File: src/rtl/kms_pkg.sv
package kms_pkg;
   localparam logic [7:0] OFS_ROWS = 8'h10;
   localparam logic [7:0] OFS_COLS = 8'h14;
   localparam logic [7:0] OFS_STAT = 8'h20;
   localparam logic [7:0] OFS_MASK = 8'h28;
endpackage

File: src/rtl/kms_sync.sv
module kms_sync #(
   parameter int W      = 40,
   parameter int STAGES = 2
) (
   input  logic         clk,
   input  logic         rst_n,
   input  logic [W-1:0] d,
   output logic [W-1:0] q
);
   initial begin
      assert (STAGES >= 0 && STAGES <= 4) else $error("kms_sync: STAGES out of range");
   end

   generate
      if (STAGES == 0) begin : g_bypass
         assign q = d;
      end else begin : g_chain
         logic [W-1:0] stage_q [STAGES];
         for (genvar s = 0; s < STAGES; s++) begin : g_st
            always_ff @(posedge clk or negedge rst_n) begin
               if (!rst_n) stage_q[s] <= '0;
               else if (s == 0) stage_q[s] <= d;
               else stage_q[s] <= stage_q[(s == 0) ? 0 : s-1];
            end
         end
         assign q = stage_q[STAGES-1];
      end
   endgenerate
endmodule

File: src/rtl/kms_row_eval.sv
module kms_row_eval #(
   parameter int ROWS = 5,
   parameter int COLS = 8
) (
   input  logic [ROWS*COLS-1:0] keys,
   input  logic [COLS-1:0]      col_drive_n,
   output logic [ROWS-1:0]      rows_n
);
   generate
      for (genvar r = 0; r < ROWS; r++) begin : g_row
         assign rows_n[r] = ~|(keys[r*COLS +: COLS] & ~col_drive_n);
      end
   endgenerate
endmodule

File: src/rtl/keyscan_row_latch.sv
module keyscan_row_latch #(
   parameter int ROWS        = 5,
   parameter int COLS        = 8,
   parameter int ADDR_W      = 8,
   parameter int DATA_W      = 16,
   parameter int SYNC_STAGES = 2
) (
   input  logic                 clk,
   input  logic                 rst_n,
   input  logic                 clk_en,
   input  logic [ROWS*COLS-1:0] keys_in,
   input  logic                 wr_en,
   input  logic [ADDR_W-1:0]    addr,
   input  logic [DATA_W-1:0]    wdata,
   output logic [DATA_W-1:0]    rdata,
   output logic                 key_irq
);
   import kms_pkg::*;

   localparam int              NKEY = ROWS * COLS;
   localparam logic [ROWS-1:0] IDLE = {ROWS{1'b1}};

   initial begin
      assert (ROWS <= DATA_W && COLS <= DATA_W) else $error("keyscan: field wider than bus");
      assert (ADDR_W >= 6) else $error("keyscan: address too narrow for map");
   end

   logic [NKEY-1:0] keys_s;
   logic [COLS-1:0] col_q, col_next;
   logic            mask_q;
   logic [ROWS-1:0] row_q, row_d;
   logic            col_wr, mask_wr, refresh, stat;

   kms_sync #(.W(NKEY), .STAGES(SYNC_STAGES)) u_sync (
      .clk(clk), .rst_n(rst_n), .d(keys_in), .q(keys_s));

   assign col_wr   = wr_en && (addr == ADDR_W'(OFS_COLS));
   assign mask_wr  = wr_en && (addr == ADDR_W'(OFS_MASK));
   assign col_next = col_wr ? wdata[COLS-1:0] : col_q;
   assign refresh  = clk_en || col_wr || mask_wr;

   kms_row_eval #(.ROWS(ROWS), .COLS(COLS)) u_eval (
      .keys(keys_s), .col_drive_n(col_next), .rows_n(row_d));

   always_ff @(posedge clk or negedge rst_n) begin
      if (!rst_n) begin
         col_q  <= '1;
         mask_q <= 1'b0;
         row_q  <= IDLE;
      end else begin
         if (col_wr)  col_q  <= wdata[COLS-1:0];
         if (mask_wr) mask_q <= wdata[0];
         if (refresh) row_q  <= row_d;
      end
   end

   assign stat    = (row_q != IDLE) && !mask_q;
   assign key_irq = stat && clk_en;

   always_comb begin
      rdata = '0;
      if (addr == ADDR_W'(OFS_ROWS))      rdata[ROWS-1:0] = row_q;
      else if (addr == ADDR_W'(OFS_COLS)) rdata[COLS-1:0] = col_q;
      else if (addr == ADDR_W'(OFS_STAT)) rdata[0]        = stat;
      else if (addr == ADDR_W'(OFS_MASK)) rdata[0]        = mask_q;
   end


   irq_gate_chk: assert property (@(posedge clk) disable iff (!rst_n)
      key_irq |-> (clk_en && !mask_q));

   irq_idle_chk: assert property (@(posedge clk) disable iff (!rst_n)
      (row_q == IDLE) |-> !key_irq);

   latch_hold_chk: assert property (@(posedge clk) disable iff (!rst_n)
      (!clk_en && !col_wr && !mask_wr) |=> $stable(row_q));

   no_col_chk: assert property (@(posedge clk) disable iff (!rst_n)
      (clk_en && (&col_q) && !col_wr) |=> (row_q == IDLE));
endmodule

File: config.mk
export PLATFORM = sky130hd
export DESIGN_NAME = keyscan_row_latch
export DESIGN_NICKNAME = d
export VERILOG_FILES = /design/src/rtl/kms_pkg.sv /design/src/rtl/kms_sync.sv /design/src/rtl/kms_row_eval.sv /design/src/rtl/keyscan_row_latch.sv
export SDC_FILE = /design/constraint.sdc
export NUM_CORES = 1
export LEC_CHECK = 0
export CAP_MARGIN = 20
export CORE_MARGIN = 1.5
export CORE_UTILIZATION = 45
export CTS_CLUSTER_SIZE = 8
export DETAILED_ROUTE_END_ITERATION = 6
export PLACE_DENSITY = 0.7
export SLEW_MARGIN = 20
export SYNTH_ARGS = -nofsm -noshare
export SYNTH_HDL_FRONTEND = slang
export SYNTH_HIERARCHICAL = 1
export SYNTH_SLANG_ARGS = --single-unit
File: constraint.sdc
create_clock -name clk -period 4.01 [get_ports clk]
set_clock_uncertainty 0.1 [all_clocks]
set_input_delay 1.203 -clock clk [delete_from_list [all_inputs] [get_ports clk]]
set_output_delay 1.203 -clock clk [all_outputs]
set_load 0.01 [all_outputs]
==> impl_metrics.ini, run 1 <==
[setup_path]
crit_path_top_delay_cell = clkdlybuf4s50_1
critPathMaxStageDelay_ns = 0.41
cp.required_ns = 2.71
path_max_fanout = 4
startpoint_type = input port
worstSetupPathType = in -> out
crit_chain = clkdlybuf4s50_1 -> nor2b_2 -> and4_4 -> buf_6 -> a22o_1 -> a21oi_1 -> buf_2
end_kind = primary output
arrival_ns = 2.61

[sta]
drv_slew = 0
fmax_mhz = 255
setup_ws_ns = 0.0950
timing.final.crit_period_ns = 3.91
worstMarginPinSlew_ns = 0.693
setup_viol = 0
period_share_pct = 97.6
final-hold-violation-count = 0
setup_tns_ns = 0
rsz0062_at_grt = no
maxSlewHeadroom_pct = 53.8

[pwr]
pwr-share-clk_pct = 33.6
p_leak_uw = 0.00199
p_sw_uw = 366
p_per_area_nw_per_um2 = 403
pwr-share-seq_pct = 58.3
combPwrFrac_pct = 8.1
internal-power_uw = 1380
swShare_pct = 21.0
vdd_drop_max_mv = 0.294

[route]
drtIter0Drc = 88
dr_wl_met3_um = 402
wl_um = 5820
vias = 2045
first_pass_iters = 4
viasPerCell = 4.70
drc = 0
wire_per_inst_um = 13.4
wl_met1_um = 2440
ant_nets = 0
top_layer_used = met4
wl_met2_um = 2840

[synth]
ys_seq_area_share_pct = 66.0
syn_area_um2 = 3590
synthDistinctLibCells = 32
syn_area_per_cell_um2 = 12.7
synth_cells = 283
yosysWarningCount = 6
ys_ff_latch = 94

[die]
fp.dieArea_um2 = 8520
ioPinCount = 85
start_util_pct = 46.4
core_region_area_um2 = 7730
die_x_um = 92.3
rows = 32
die_y_um = 92.3

[min_path]
min_path_type = reg -> reg

[cells_and_area]
mostFrequentLayoutCell = dfrtp_1
stdcell_area_um2 = 4330
stdcell_count = 435
final_cell_mix = dfrtp_1, clkdlybuf4s50_1, inv_1
num-fill-cells = 650
area_growth_pct = 20.6
fin_nets = 398
drive_gt1_share_pct = 21.0
utilization_pct = 56.0
diodes = 0

[clocking]
cts_tree = done
clk_pin_slew_ns = 0.08
cts_buffers = 9
holdBufCountCts = 0
clockRootBuffer = clkbuf_8
numClockSinks = 94
clockBufferDepth = 2
insertion_delay_ns = 0.34
h-tree-depth = 3

[global_routing]
grt_usage_pct = 14.7
gr-total-overflow = 0
grt_pass1_wl_um = 9360
grt_max_degree = 86
grt_pass1_vias = 1985
antenna_found_initial = 0

[place]
dpl.cell_count = 416
pre_cts_slack_ns = -0.463
postPlaceCellArea_um2 = 4100
place_hpwl_um = 4210
numPortBuffers = 68
gp_congestion = 0.847

[status]
status = completed

[job]
maxCapViolations = 0
==> power groups by stage <==
stage | sequential, µW | clock [µW] | combinational (µW)
2_1_floorplan | 1030 | 0 | 79.7
3_3_place_gp | 1030 | 0 | 139
3_5_place_dp | 1040 | 0 | 141
4_1_cts | 1020 | 605 | 143
5_1_grt | 1020 | 647 | 157
6_report | 1020 | 585 | 142
==> repair_timing <==
action / 4_1_cts / 5_1_grt
gates resized for setup: 29 / 8
setup buffers: 3 / 2
pin swaps: 2 / 3
setup endpoints to repair: 8 / 8
cloned: 0 / 0
==> worst max-delay path, delay by kind of cell <==
family / cells / cell delay (ns)
compound gates: 2 / 0.34
buf+inv: 3 / 0.69
simple gates: 2 / 0.37
==> flip-flops by register name, indices dropped and copies added (netlist names) <==
name	cells
u_sync/g_chain.stage_q	40
u_sync/q	40
row_q	5
col_q	8
mask_q	1
==> Yosys cell counts <==
cell / n / area share, %
nand2_2: 1 / 0.17
conb_1: 1 / 0.10
buf_4: 48 / 10
or4b_4: 1 / 0.38
and3_1: 3 / 0.52
a22oi_1: 5 / 1.0
nor2b_1: 5 / 0.87
nand2_1: 2 / 0.21
o211ai_1: 6 / 1.3
nand3_1: 13 / 1.8
clkbuf_2: 1 / 0.14
a22o_1: 5 / 1.2
o21ai_2: 1 / 0.24
or2_1: 1 / 0.17
nor3_1: 2 / 0.28
nor3_4: 1 / 0.45
dfstp_2: 13 / 9.5
o21ai_0: 1 / 0.14
nor2_1: 3 / 0.31
and3_2: 1 / 0.21
dfrtp_1: 81 / 56
clkbuf_1: 3 / 0.31
nor4_2: 5 / 1.7
o22ai_1: 20 / 3.5
buf_6: 1 / 0.31
and4_2: 1 / 0.28
a21oi_1: 1 / 0.14
a311oi_1: 1 / 0.24
and2_1: 4 / 0.70
nand2b_1: 1 / 0.17
inv_1: 43 / 4.5
mux2_2: 8 / 2.5
==> per-layer routing <==
layer,track usage [%],up-vias
met4,6.54,0
met5,0,-
met3,4.43,13
met1,18.8,987
li1,-,964
met2,23.0,81
==> layout make-up <==
type / instances / area, µm² / area share (%)
Sequential cell: 94 / 2370 / 54.7
Timing Repair Buffer: 82 / 768 / 17.7
Multi-Input combinational cell: 100 / 716 / 16.5
Inverter: 43 / 161 / 3.73
Clock buffer: 11 / 141 / 3.27
Tap cell: 102 / 128 / 2.95
Clock inverter: 3 / 46.3 / 1.07
==> worst paths after layout <==
path | from | to | slack (ns) | cells past startpoint
max reg2reg | col_q[1] | row_q[2] | 2.34 | 5
min in group asynchronous | rst_n | u_sync/g_chain.stage_q[67] | 0.79 | 1
min | u_sync/g_chain.stage_q[69] | u_sync/q[29] | 0.25 | 0
max in group asynchronous | rst_n | row_q[1] | 2.33 | 2
max | addr[4] | rdata[0] | 0.1 | 7
min reg2reg | u_sync/g_chain.stage_q[69] | u_sync/q[29] | 0.25 | 0
==> logic make-up after synthesis <==
kind of cell	synth area share, %
buf+inv	15.3
flops	66.0
simple gates	8.30
compound gates	7.78
mux	2.51
other cells	0.105
==> through the flow <==
stage	hold WS, ns	total power, µW
floorplan	0.231	1110
global placement	0.235	1170
detailed placement	0.235	1180
CTS	0.254	1760
global route	0.261	1830
finish	0.249	1740
Note: power is estimated with default switching activity, not from simulation.
==> inputs of run 2 (changes only) <==
Settings changed: CAP_MARGIN 20 to 5, CORE_MARGIN 1.5 to 4, CTS_CLUSTER_SIZE 8 to 24.
==> impl_metrics.ini, run 2 (synthesis gave the netlist of run 1 again) <==
[clocking]
numClockSinks = 94
clk_pin_slew_ns = 0.08
cts_tree = done
clockRootBuffer = clkbuf_8
h-tree-depth = 3
insertion_delay_ns = 0.35
holdBufCountCts = 0
clockBufferDepth = 2
cts_buffers = 9

[sta]
fmax_mhz = 254
maxSlewHeadroom_pct = 48.1
final-hold-violation-count = 0
drv_slew = 0
worstMarginPinSlew_ns = 0.779
setup_viol = 0
setup_ws_ns = 0.0682
period_share_pct = 98.3
setup_tns_ns = 0
timing.final.crit_period_ns = 3.94
rsz0062_at_grt = no

[setup_path]
startpoint_type = input port
worst-path-buf-inv = 3
path_max_fanout = 4
crit_chain = clkdlybuf4s50_1 -> nor2b_4 -> and4_4 -> buf_4 -> a22o_1 -> clkdlybuf4s15_1
arrival_ns = 2.64
cp.required_ns = 2.71
crit_path_top_delay_cell = clkdlybuf4s50_1
critPathMaxStageDelay_ns = 0.47
end_kind = primary output
worstSetupPathType = in -> out
cp_top_family = buffers and inverters

[pwr]
p_per_area_nw_per_um2 = 404
power.total_uw = 1750
vdd_drop_max_mv = 0.270
p_leak_uw = 0.00200

[global_routing]
gr-total-overflow = 0
antenna_found_initial = 0
grt_pass1_vias = 2105
grt_pass1_wl_um = 9850
grt_usage_pct = 13.5
grt_max_degree = 95

[cells_and_area]
final_cell_mix = dfrtp_1, clkdlybuf4s50_1, inv_1
area_growth_pct = 20.7
num-fill-cells = 646
fin_nets = 396
utilization_pct = 56.1
mostFrequentLayoutCell = dfrtp_1
drive_gt1_share_pct = 20.4
diodes = 0
stdcell_count = 435

[place]
pre_cts_slack_ns = -0.494
dpl.cell_count = 413
numPortBuffers = 68
place_hpwl_um = 4340
gp_congestion = 0.787

[route]
drc = 0
wire_per_inst_um = 14.0
first_pass_iters = 4
wl_um = 6100
vias = 2019
viasPerCell = 4.64
drtIter0Drc = 110
ant_nets = 0

[job]
maxCapViolations = 0

[die]
ioPinCount = 85
fp.dieArea_um2 = 9470
die_x_um = 97.3
core_region_area_um2 = 7730
die_y_um = 97.3
rows = 32
start_util_pct = 46.4

[status]
status = completed

[min_path]
min_path_type = reg -> reg
-- run 2: power breakdown --
part / leakage, µW / switching [µW] / internal (µW)
Sequential: 0.00108 / 15.4 / 1000
Combinational: 0.000817 / 65.1 / 74.4
Clock: 0.000102 / 298 / 296
Total: 0.00200 / 379 / 1370
-- run 2: area by class of cell --
type                       count  area (µm²)  share of cell area (%)
clock buffer                  13         179                    4.13
clock inverter                 3        25.0                   0.578
inverter                      43         161                    3.73
multi-input combinational    100         721                    16.6
sequential                    94        2370                    54.7
tap                          102         128                    2.95
timing repair buffer          80         749                    17.3
-- run 2: repair_timing --
action / in CTS / in global routing
gates resized for setup: 26 / 3
endpoints found under the setup margin: 8 / 6
pin swaps: 3 / 0
buffers inserted: 5 / 1
-- run 2: per-layer routing --
metal	track usage, %	vias to the layer above	part of all wire (%)
met3	3.23	15	6.8
met2	21.3	75	49
li1	-	965	-
met4	8.84	0	3.4
met5	0	-	0
met1	16.5	964	41
-- run 2: stage by stage --
stage	cell area [µm²]	hold slack, ns
detailed placement	4080	0.235
CTS	4320	0.253
global route	4330	0.260
global placement	4080	0.236
finish	4330	0.252
floorplan	3610	0.231
-- run 2: worst paths after layout --
| check | start | end | slack, ns | cells past startpoint |
|---|---|---|---|---|
| max in group asynchronous | rst_n | u_sync/g_chain.stage_q[61] | 2.49 | 1 |
| min | u_sync/g_chain.stage_q[77] | u_sync/q[37] | 0.25 | 0 |
| max reg2reg | col_q[4] | row_q[3] | 2.27 | 5 |
| max | addr[4] | rdata[1] | 0.07 | 6 |
| min reg2reg | u_sync/g_chain.stage_q[77] | u_sync/q[37] | 0.25 | 0 |
| min in group asynchronous | rst_n | u_sync/g_chain.stage_q[74] | 0.79 | 1 |
==> inputs of run 3 (changes only) <==
Settings changed: CORE_MARGIN 4 to default, SKIP_LAST_GASP from default to 1.
==> impl_metrics.ini, run 3 (synthesis gave the netlist of run 1 again) <==
[die]
core_region_area_um2 = 7730
start_util_pct = 46.4
fp.dieArea_um2 = 8340
die_x_um = 91.3
ioPinCount = 85
rows = 32
die_y_um = 91.3

[pwr]
internal-power_uw = 1370
swShare_pct = 21.8
p_per_area_nw_per_um2 = 402
vdd_drop_max_mv = 0.303
pwr-share-seq_pct = 58.1
p_leak_uw = 0.00201
p_sw_uw = 382
power.total_uw = 1750
combPwrFrac_pct = 8.2
pwr-share-clk_pct = 33.7

[sta]
setup_viol = 0
drv_slew = 0
worstMarginPinSlew_ns = 0.597
hold_ws_ns = 0.247
timing.final.crit_period_ns = 4.00
rsz0062_at_grt = yes
setup_tns_ns = 0
final-hold-violation-count = 0
maxSlewHeadroom_pct = 60.2
period_share_pct = 99.7
fmax_mhz = 250

[cells_and_area]
mostFrequentLayoutCell = dfrtp_1
num-fill-cells = 666
diodes = 0
area_growth_pct = 21.1
final_cell_mix = dfrtp_1, clkdlybuf4s50_1, inv_1
fin_nets = 399
drive_gt1_share_pct = 21.4
utilization_pct = 56.3

[global_routing]
antenna_found_initial = 0
grt_pass1_vias = 2053
gr-total-overflow = 0
grt_usage_pct = 15.5
grt_max_degree = 53
grt_pass1_wl_um = 9740

[route]
vias = 2021
first_pass_iters = 4
wire_per_inst_um = 13.0
drtIter0Drc = 100
drc = 0
viasPerCell = 4.61
ant_nets = 0
wl_um = 5700

[place]
gp_congestion = 0.829
numPortBuffers = 68
place_hpwl_um = 4170

[job]
maxCapViolations = 0

[status]
status = completed

[clocking]
clockRootBuffer = clkbuf_8
cts_buffers = 9
cts_tree = done
insertion_delay_ns = 0.35
clk_pin_slew_ns = 0.08
holdBufCountCts = 0
h-tree-depth = 3
numClockSinks = 94
clockBufferDepth = 2

[setup_path]
path_max_fanout = 2
startpoint_type = input port
crit_path_top_delay_cell = or4b_4
critPathMaxStageDelay_ns = 0.52
cp.required_ns = 2.71
crit_chain = clkdlybuf4s50_1 -> or4b_4 -> nor3_2 -> o21ai_0 -> a21oi_1 -> buf_2
worst-path-buf-inv = 2
arrival_ns = 2.69
end_kind = primary output
worstSetupPathType = in -> out
cp_top_family = simple AND/OR/NAND/NOR gates

[min_path]
min_path_type = reg -> reg
run 3: cell count changes in the layout (fill, tap and decap cells not counted):
cell,change
dlygate4sd2_1,-5
buf_4,+4
clkbuf_8,-4
clkdlybuf4s50_1,+3
buf_2,+2
clkinv_2,+2
buf_6,-1
bufinv_16,+1
clkbuf_2,-1
clkinvlp_4,+1
dlymetal6s2s_1,+1
run 3: timing repair:
action,in CTS,in global routing
pin swaps,2,3
setup endpoints to repair,8,8
gates resized for setup,20,10
buffers inserted,5,0
run 3: routing by layer:
metal | vias up | track usage (%) | wire length [µm]
met1 | 964 | 20.2 | 2450
met3 | 12 | 3.60 | 308
met5 | - | 0 | 0
li1 | 968 | - | -
met4 | 0 | 8.20 | 133
met2 | 77 | 24.1 | 2810
run 3: area by class of cell:
cell class | instances | area [µm²] | area share, %
tap | 102 | 128 | 2.94
clock inverter | 7 | 72.6 | 1.67
multi-input combinational | 100 | 721 | 16.6
inverter | 43 | 161 | 3.71
timing repair buffer | 83 | 772 | 17.8
sequential | 94 | 2370 | 54.5
clock buffer | 9 | 124 | 2.85
run 3: power by group through the flow:
| stage | Combinational [µW] | Sequential [µW] | Clock, µW |
|---|---|---|---|
| 4_1_cts | 145 | 1020 | 607 |
| 3_5_place_dp | 143 | 1030 | 0 |
| 2_1_floorplan | 79.7 | 1030 | 0 |
| 6_report | 144 | 1020 | 589 |
| 5_1_grt | 160 | 1020 | 650 |
| 3_3_place_gp | 140 | 1030 | 0 |
run 3: stage by stage:
| step | instance area (µm²) | std cells | setup slack, ns |
|---|---|---|---|
| finish | 4350 | 438 | 0.0126 |
| global route | 4350 | 438 | -0.0658 |
| CTS | 4330 | 438 | -0.201 |
| detailed placement | 4110 | 417 | -0.475 |
| global placement | 4110 | 417 | -0.426 |
| floorplan | 3610 | 290 | 0.537 |
run 3: worst paths after layout:
path | from | endpoint | slack, ns | cells past startpoint
max | addr[6] | rdata[0] | 0.01 | 6
min | u_sync/g_chain.stage_q[41] | u_sync/q[1] | 0.25 | 0
max reg2reg | col_q[1] | row_q[0] | 2.32 | 5
min reg2reg | u_sync/g_chain.stage_q[41] | u_sync/q[1] | 0.25 | 0
max in group asynchronous | rst_n | col_q[3] | 2.30 | 2
min in group asynchronous | rst_n | u_sync/g_chain.stage_q[50] | 0.76 | 1
